`src/rtl/cfg_idx_pkg.sv`:
```
// Package: shared slot description for the indexed configuration bank.
// Assumes a byte-wide register file. The slot order is fixed, because the
// flat output bus and the control-bit positions depend on it.
package cfg_idx_pkg;

    localparam int NSLOT  = 13;
    localparam int CTL_SLOT = 2;     // slot that holds map-enable and lock
    localparam int MAP_BIT  = 4;
    localparam int LOCK_BIT = 0;
    localparam logic [7:0] ID0_IDX = 8'hFE;
    localparam logic [7:0] ID1_IDX = 8'hFF;

    typedef struct packed {
        logic [7:0] idx;     // index number
        logic [7:0] rstv;    // reset value
        logic       gated;   // reachable only with map-enable
        logic       locked;  // writes blocked by lock bit
    } slot_t;

    localparam slot_t SLOTS [NSLOT] = '{
        '{8'hC1, 8'h00, 1'b0, 1'b1},
        '{8'hC2, 8'h00, 1'b0, 1'b1},
        '{8'hC3, 8'h00, 1'b0, 1'b1},
        '{8'hCD, 8'h00, 1'b0, 1'b1},
        '{8'hCE, 8'h00, 1'b0, 1'b1},
        '{8'hCF, 8'h00, 1'b0, 1'b1},
        '{8'hE8, 8'h85, 1'b1, 1'b0},
        '{8'hEB, 8'h00, 1'b1, 1'b0},
        '{8'h20, 8'h07, 1'b1, 1'b0},
        '{8'hB0, 8'h00, 1'b1, 1'b0},
        '{8'hB1, 8'h00, 1'b1, 1'b0},
        '{8'hB2, 8'h00, 1'b1, 1'b0},
        '{8'hB3, 8'h00, 1'b1, 1'b0}
    };

endpackage

```
`src/rtl/cfg_idx_tracker.sv`:
```
// Module: holds the selected index and a one-shot valid flag.
// An index write sets the flag. Any data-port access clears it.
// Assumes the set and clear strobes never come in the same cycle.
module cfg_idx_tracker (
    input  logic       clk,
    input  logic       rst_n,
    input  logic       set_i,
    input  logic       clr_i,
    input  logic [7:0] idx_i,
    output logic [7:0] idx_o,
    output logic       vld_o
);

    // Capture the index and track whether it is still unused.
    always_ff @(posedge clk) begin
        if (!rst_n) begin
            idx_o <= 8'h00;
            vld_o <= 1'b0;
        end else if (set_i) begin
            idx_o <= idx_i;
            vld_o <= 1'b1;
        end else if (clr_i) begin
            vld_o <= 1'b0;
        end
    end

endmodule

```
`src/rtl/cfg_idx_decode.sv`:
```
// Module: turns an index into a one-hot slot hit and identifier hits.
// Gated slots hit only while map-enable is set. Purely combinational.
module cfg_idx_decode
    import cfg_idx_pkg::*;
(
    input  logic [7:0]       idx_i,
    input  logic             map_en_i,
    output logic [NSLOT-1:0] hit_o,
    output logic             id0_o,
    output logic             id1_o,
    output logic             claim_o
);

    for (genvar k = 0; k < NSLOT; k++) begin : g_hit
        // Match one slot index, qualified by the map-enable rule.
        always_comb hit_o[k] = (idx_i == SLOTS[k].idx) &&
                               (!SLOTS[k].gated || map_en_i);
    end

    // Identify the read-only identifier indexes and the overall claim.
    always_comb begin
        id0_o   = (idx_i == ID0_IDX);
        id1_o   = (idx_i == ID1_IDX);
        claim_o = (|hit_o) || id0_o || id1_o;
    end

endmodule

```
`src/rtl/cfg_idx_regfile.sv`:
```
// Module: storage for the configuration slots, the lock write-protect rule
// and the read multiplexer. Assumes hit_i is one-hot or zero.
module cfg_idx_regfile
    import cfg_idx_pkg::*;
#(
    parameter logic [3:0] DEV_REV = 4'h1,
    parameter logic [7:0] DEV_ID  = 8'h53
) (
    input  logic             clk,
    input  logic             rst_n,
    input  logic             we_i,
    input  logic [7:0]       wdata_i,
    input  logic [NSLOT-1:0] hit_i,
    input  logic             id0_i,
    input  logic             id1_i,
    output logic [7:0]       rdata_o,
    output logic [NSLOT*8-1:0] bank_o,
    output logic             map_en_o,
    output logic             lock_o
);

    logic [7:0] q [NSLOT];

    assign map_en_o = q[CTL_SLOT][MAP_BIT];
    assign lock_o   = q[CTL_SLOT][LOCK_BIT];

    for (genvar k = 0; k < NSLOT; k++) begin : g_slot
        // Update one slot, honouring the lock for protected slots.
        always_ff @(posedge clk) begin
            if (!rst_n)
                q[k] <= SLOTS[k].rstv;
            else if (we_i && hit_i[k] && !(SLOTS[k].locked && lock_o))
                q[k] <= wdata_i;
        end
        assign bank_o[k*8 +: 8] = q[k];
    end

    // Select the read value from the hit slot or an identifier.
    always_comb begin
        rdata_o = 8'h00;
        for (int k = 0; k < NSLOT; k++)
            if (hit_i[k]) rdata_o = rdata_o | q[k];
        if (id0_i) rdata_o = {4'h4, DEV_REV};
        if (id1_i) rdata_o = DEV_ID;
    end

endmodule

```
`src/rtl/cfg_index_port.sv`:
```
// Module: top of the indexed configuration port. Decodes the I/O address,
// claims on-chip accesses and forwards the rest as external cycles.
// Assumes io_rd and io_wr are never both high and each lasts one cycle.
module cfg_index_port
    import cfg_idx_pkg::*;
#(
    parameter int              ADDR_W    = 16,
    parameter logic [ADDR_W-1:0] IDX_PORT  = 'h22,
    parameter logic [ADDR_W-1:0] DATA_PORT = 'h23,
    parameter logic [3:0]      DEV_REV   = 4'h1,
    parameter logic [7:0]      DEV_ID    = 8'h53
) (
    input  logic              clk,
    input  logic              rst_n,
    input  logic [ADDR_W-1:0] io_addr,
    input  logic              io_rd,
    input  logic              io_wr,
    input  logic [7:0]        io_wdata,
    output logic [7:0]        io_rdata,
    output logic              ext_cycle,
    output logic              map_en,
    output logic              lock,
    output logic [NSLOT*8-1:0] cfg_bank
);

    logic             acc, at_idx, at_dat, idx_wr, dat_acc, claim_dat;
    logic [7:0]       idx_q, bank_rd;
    logic             idx_vld, dec_claim, id0, id1;
    logic [NSLOT-1:0] hit;

    // Classify the current request by address and strobe.
    always_comb begin
        acc       = io_rd || io_wr;
        at_idx    = (io_addr == IDX_PORT);
        at_dat    = (io_addr == DATA_PORT);
        idx_wr    = at_idx && io_wr;
        dat_acc   = at_dat && acc;
        claim_dat = dat_acc && idx_vld && dec_claim;
        ext_cycle = acc && !(idx_wr || claim_dat);
        io_rdata  = (io_rd && claim_dat) ? bank_rd : 8'hFF;
    end

    cfg_idx_tracker u_trk (
        .clk   (clk),
        .rst_n (rst_n),
        .set_i (idx_wr),
        .clr_i (dat_acc),
        .idx_i (io_wdata),
        .idx_o (idx_q),
        .vld_o (idx_vld)
    );

    cfg_idx_decode u_dec (
        .idx_i    (idx_q),
        .map_en_i (map_en),
        .hit_o    (hit),
        .id0_o    (id0),
        .id1_o    (id1),
        .claim_o  (dec_claim)
    );

    cfg_idx_regfile #(.DEV_REV(DEV_REV), .DEV_ID(DEV_ID)) u_rf (
        .clk      (clk),
        .rst_n    (rst_n),
        .we_i     (claim_dat && io_wr),
        .wdata_i  (io_wdata),
        .hit_i    (hit),
        .id0_i    (id0),
        .id1_i    (id1),
        .rdata_o  (bank_rd),
        .bank_o   (cfg_bank),
        .map_en_o (map_en),
        .lock_o   (lock)
    );

endmodule

```
`config.mk`:
```
export PLATFORM = sky130hd
export DESIGN_NAME = cfg_index_port
export DESIGN_NICKNAME = d
export VERILOG_FILES = /design/src/rtl/cfg_idx_pkg.sv /design/src/rtl/cfg_idx_tracker.sv /design/src/rtl/cfg_idx_decode.sv /design/src/rtl/cfg_idx_regfile.sv /design/src/rtl/cfg_index_port.sv
export SDC_FILE = /design/constraint.sdc
export NUM_CORES = 1
export LEC_CHECK = 0
export BUFFER_PORTS_ARGS = -buffer_cell sky130_fd_sc_hd__buf_4
export CORE_UTILIZATION = 44
export DETAILED_ROUTE_END_ITERATION = 10
export PLACE_DENSITY = 0.69
export SETUP_SLACK_MARGIN = 0.4
export SLEW_MARGIN = 20
export SYNTH_ARGS = -nofsm -noshare
export SYNTH_HDL_FRONTEND = slang
export SYNTH_SLANG_ARGS = --single-unit
```
`constraint.sdc`:
```
create_clock -name clk -period 2.45 [get_ports clk]
set_clock_uncertainty 0.1 [all_clocks]
set_input_delay 0.1225 -clock clk [delete_from_list [all_inputs] [get_ports clk]]
set_output_delay 0.1225 -clock clk [all_outputs]
set_load 0.02 [all_outputs]
```
==> impl_metrics.ini <==
[timing]
setup_slack_ns = -0.05764
setup_viol = 4
hold-worst-slack_ns = 0.01383
fin_crit_sh_pct = 102.4
finalCriticalPeriod_ns = 2.508
slew_violations = 0
slew_headroom_pct = 60.50
tightest_slew_ns = 0.5903
fmax_mhz = 398.8
hold_viol = 0
rsz0062_at_grt = yes

[outcome]
outcome = complete, but fails checks
violations = DRC, setup timing

[routing]
ant_nets = 0
vias_per_cell = 6.190
drtIter0Drc = 598
drt_pre_antenna_iters = 8
wl_per_cell_um = 24.34
num_vias = 5088
wirelength_um = 20010
drc = 9

[grt]
grt_max_degree = 23
grt_pass1_vias = 4935
grt_pass1_wl_um = 29950
grt_overflow = 0
antenna_found_initial = 0
grtUsageTotal_pct = 33.08

[finish]
drive_above_1_share_pct = 47.86
nets = 694
n_antenna_cell = 0
synthToLayoutAreaGrowth_pct = 54.20
fin_util_pct = 70.87
design_area_mm2 = 0.008230

[logic_synthesis]
yosys-top-cells-area = edfxtp_1 59%, nor2_1 7.7%, a22oi_1 3.8%
synth-main-ff-cell = edfxtp_1
ys_ff_latch = 113
synth_cell_types = 52
syn_inst = 457
synth_top_area_share_pct = 58.51
syn-num-nets = 485
yosysWarnings = 0
synth_area_mm2 = 0.005338
syn_avg_cell_area_um2 = 11.68
async_flop_share_pct = 0
synth_top_area_cell = edfxtp_1
synth.most_common_cell = nor2_1
synthTopCellsByCount = 109 x nor2_1, 104 x edfxtp_1, 30 x nand2_1
yosysSeqAreaShare_pct = 61.88
synth_edf_count = 104

[floorplanning]
rows = 39
die_area_mm2 = 0.01258
die_h_um = 112.1
die_w_um = 112.1
core_mm2 = 0.01161
start_util_pct = 45.96
io_pins = 143

[pwr]
ir_worst_vdd_mv = 0.5437
power.density_mw_per_mm2 = 655.4
leakagePower_uw = 0.002891

[cts]
clk_latency_ns = 0.43
cts_buffer_depth = 2
numCtsBuffers = 17
cts_tree = built
root_buffer = clkbuf_16
cts_sinks = 113
htreeDepth = 4
clk_pin_slew_ns = 0.06

[setup_path]
path_class = reg2out
cp-start-kind = register
arrival_ns = 2.29
cp-end-kind = output port
critPathMaxFanout = 10
cp.required_ns = 2.23

[placed_design]
dpl.hpwl_um = 14210
routabilityCongestion = 0.9755
postPlaceCellArea_mm2 = 0.007033
port_buffers = 142
preCtsSetupSlack_ns = 0.1494

[worst_hold_path]
hp-class = in2reg

[flow_run]
drv_cap = 0
cell families after synthesis:
kind of cell | share of synthesized area (%)
AND/OR/NAND/NOR | 18.52
flip-flops | 61.88
AO/OA/AOI/OAI | 11.49
multiplexers | 6.118
buffers and inverters | 1.992
placed cells by master (no fill, tap or decap), types with 4 or more instances in the layout:
cell type,netlist,routed
a21oi_1,10,9
a22oi_1,27,21
a22oi_2,0,6
buf_12,0,7
buf_4,2,186
buf_6,0,10
bufinv_16,0,4
clkbuf_16,0,17
clkinv_4,0,4
dfxtp_4,0,6
dlygate4sd3_1,0,8
edfxtp_1,104,104
mux2_2,13,12
mux2i_1,9,9
mux4_2,4,4
nand2_1,30,27
nand3_1,21,13
nand3_2,0,7
nand4_1,7,7
nor2_1,109,106
nor2b_1,11,9
o21ai_4,0,4
o22ai_1,7,5
o31ai_4,0,7
or3_1,6,6
registers in the layout, indices dropped and copies added, names as in the netlist:
name	count
u_rf.q	104
u_trk.vld_o	1
u_trk.idx_o	8
worst max-delay path, stage by stage, from the launching register on:
cell	delay, ns
dfxtp_4	0.42
nor2_2	0.07
buf_4	0.15
buf_4	0.17
a22oi_1	0.29
o32ai_1	0.23
a21oi_1	0.16
nand4_1	0.16
buf_4	0.20
through the flow:
stage	std cells	total power [µW]	setup TNS [ns]
after floorplan	457	2483	0
after global placement	760	2740	0
after detailed placement	760	2743	0
after CTS	818	5390	0
after global routing	822	5510	-0.6178
final	822	5394	-0.1232
repair_timing:
action                                  CTS  global route
gates cloned                              1             0
endpoints found under the setup margin  106           109
hold buffers                              8             0
setup buffers                            17             4
gates resized for setup                  50            20
pin swaps                                22             6
endpoints found under the hold margin    14             0
report_power, final:
group          internal (µW)  switching, µW
sequential              2180           63.4
clock                   1710            942
combinational            211            285
metal layers:
layer / track usage [%] / vias up / wire (µm) / share of wire [%]
met5: 0 / - / 0 / 0
met4: 17.33 / 0 / 945 / 4.7
met3: 9.611 / 77 / 2188 / 11
met2: 50.10 / 390 / 9264 / 46
met1: 43.27 / 2467 / 7611 / 38
li1: - / 2154 / - / -
area by class of cell:
| type | count | area (µm²) |
|---|---|---|
| inverters | 2 | 7.507 |
| repair buffers | 212 | 1734 |
| fillers | 816 | 3383 |
| clock buffers | 17 | 425.4 |
| clock inverters | 15 | 209.0 |
| multi-input cells | 320 | 2347 |
| flip-flops and latches | 113 | 3328 |
| well taps | 143 | 178.9 |
path summary, 6_finish.rpt:
kind / start / depth (start not counted) / endpoint / slack (ns)
setup / recovery: u_trk.idx_o[0] / 8 / io_rdata[3] / -0.06
hold / removal: io_addr[0] / 4 / u_trk.vld_o / 0.01
setup reg to reg: u_trk.idx_o[2] / 7 / u_rf.q[3][1] / 0.46
hold reg to reg: u_trk.vld_o / 2 / u_trk.vld_o / 0.46
(Power assumes the default switching activity.)
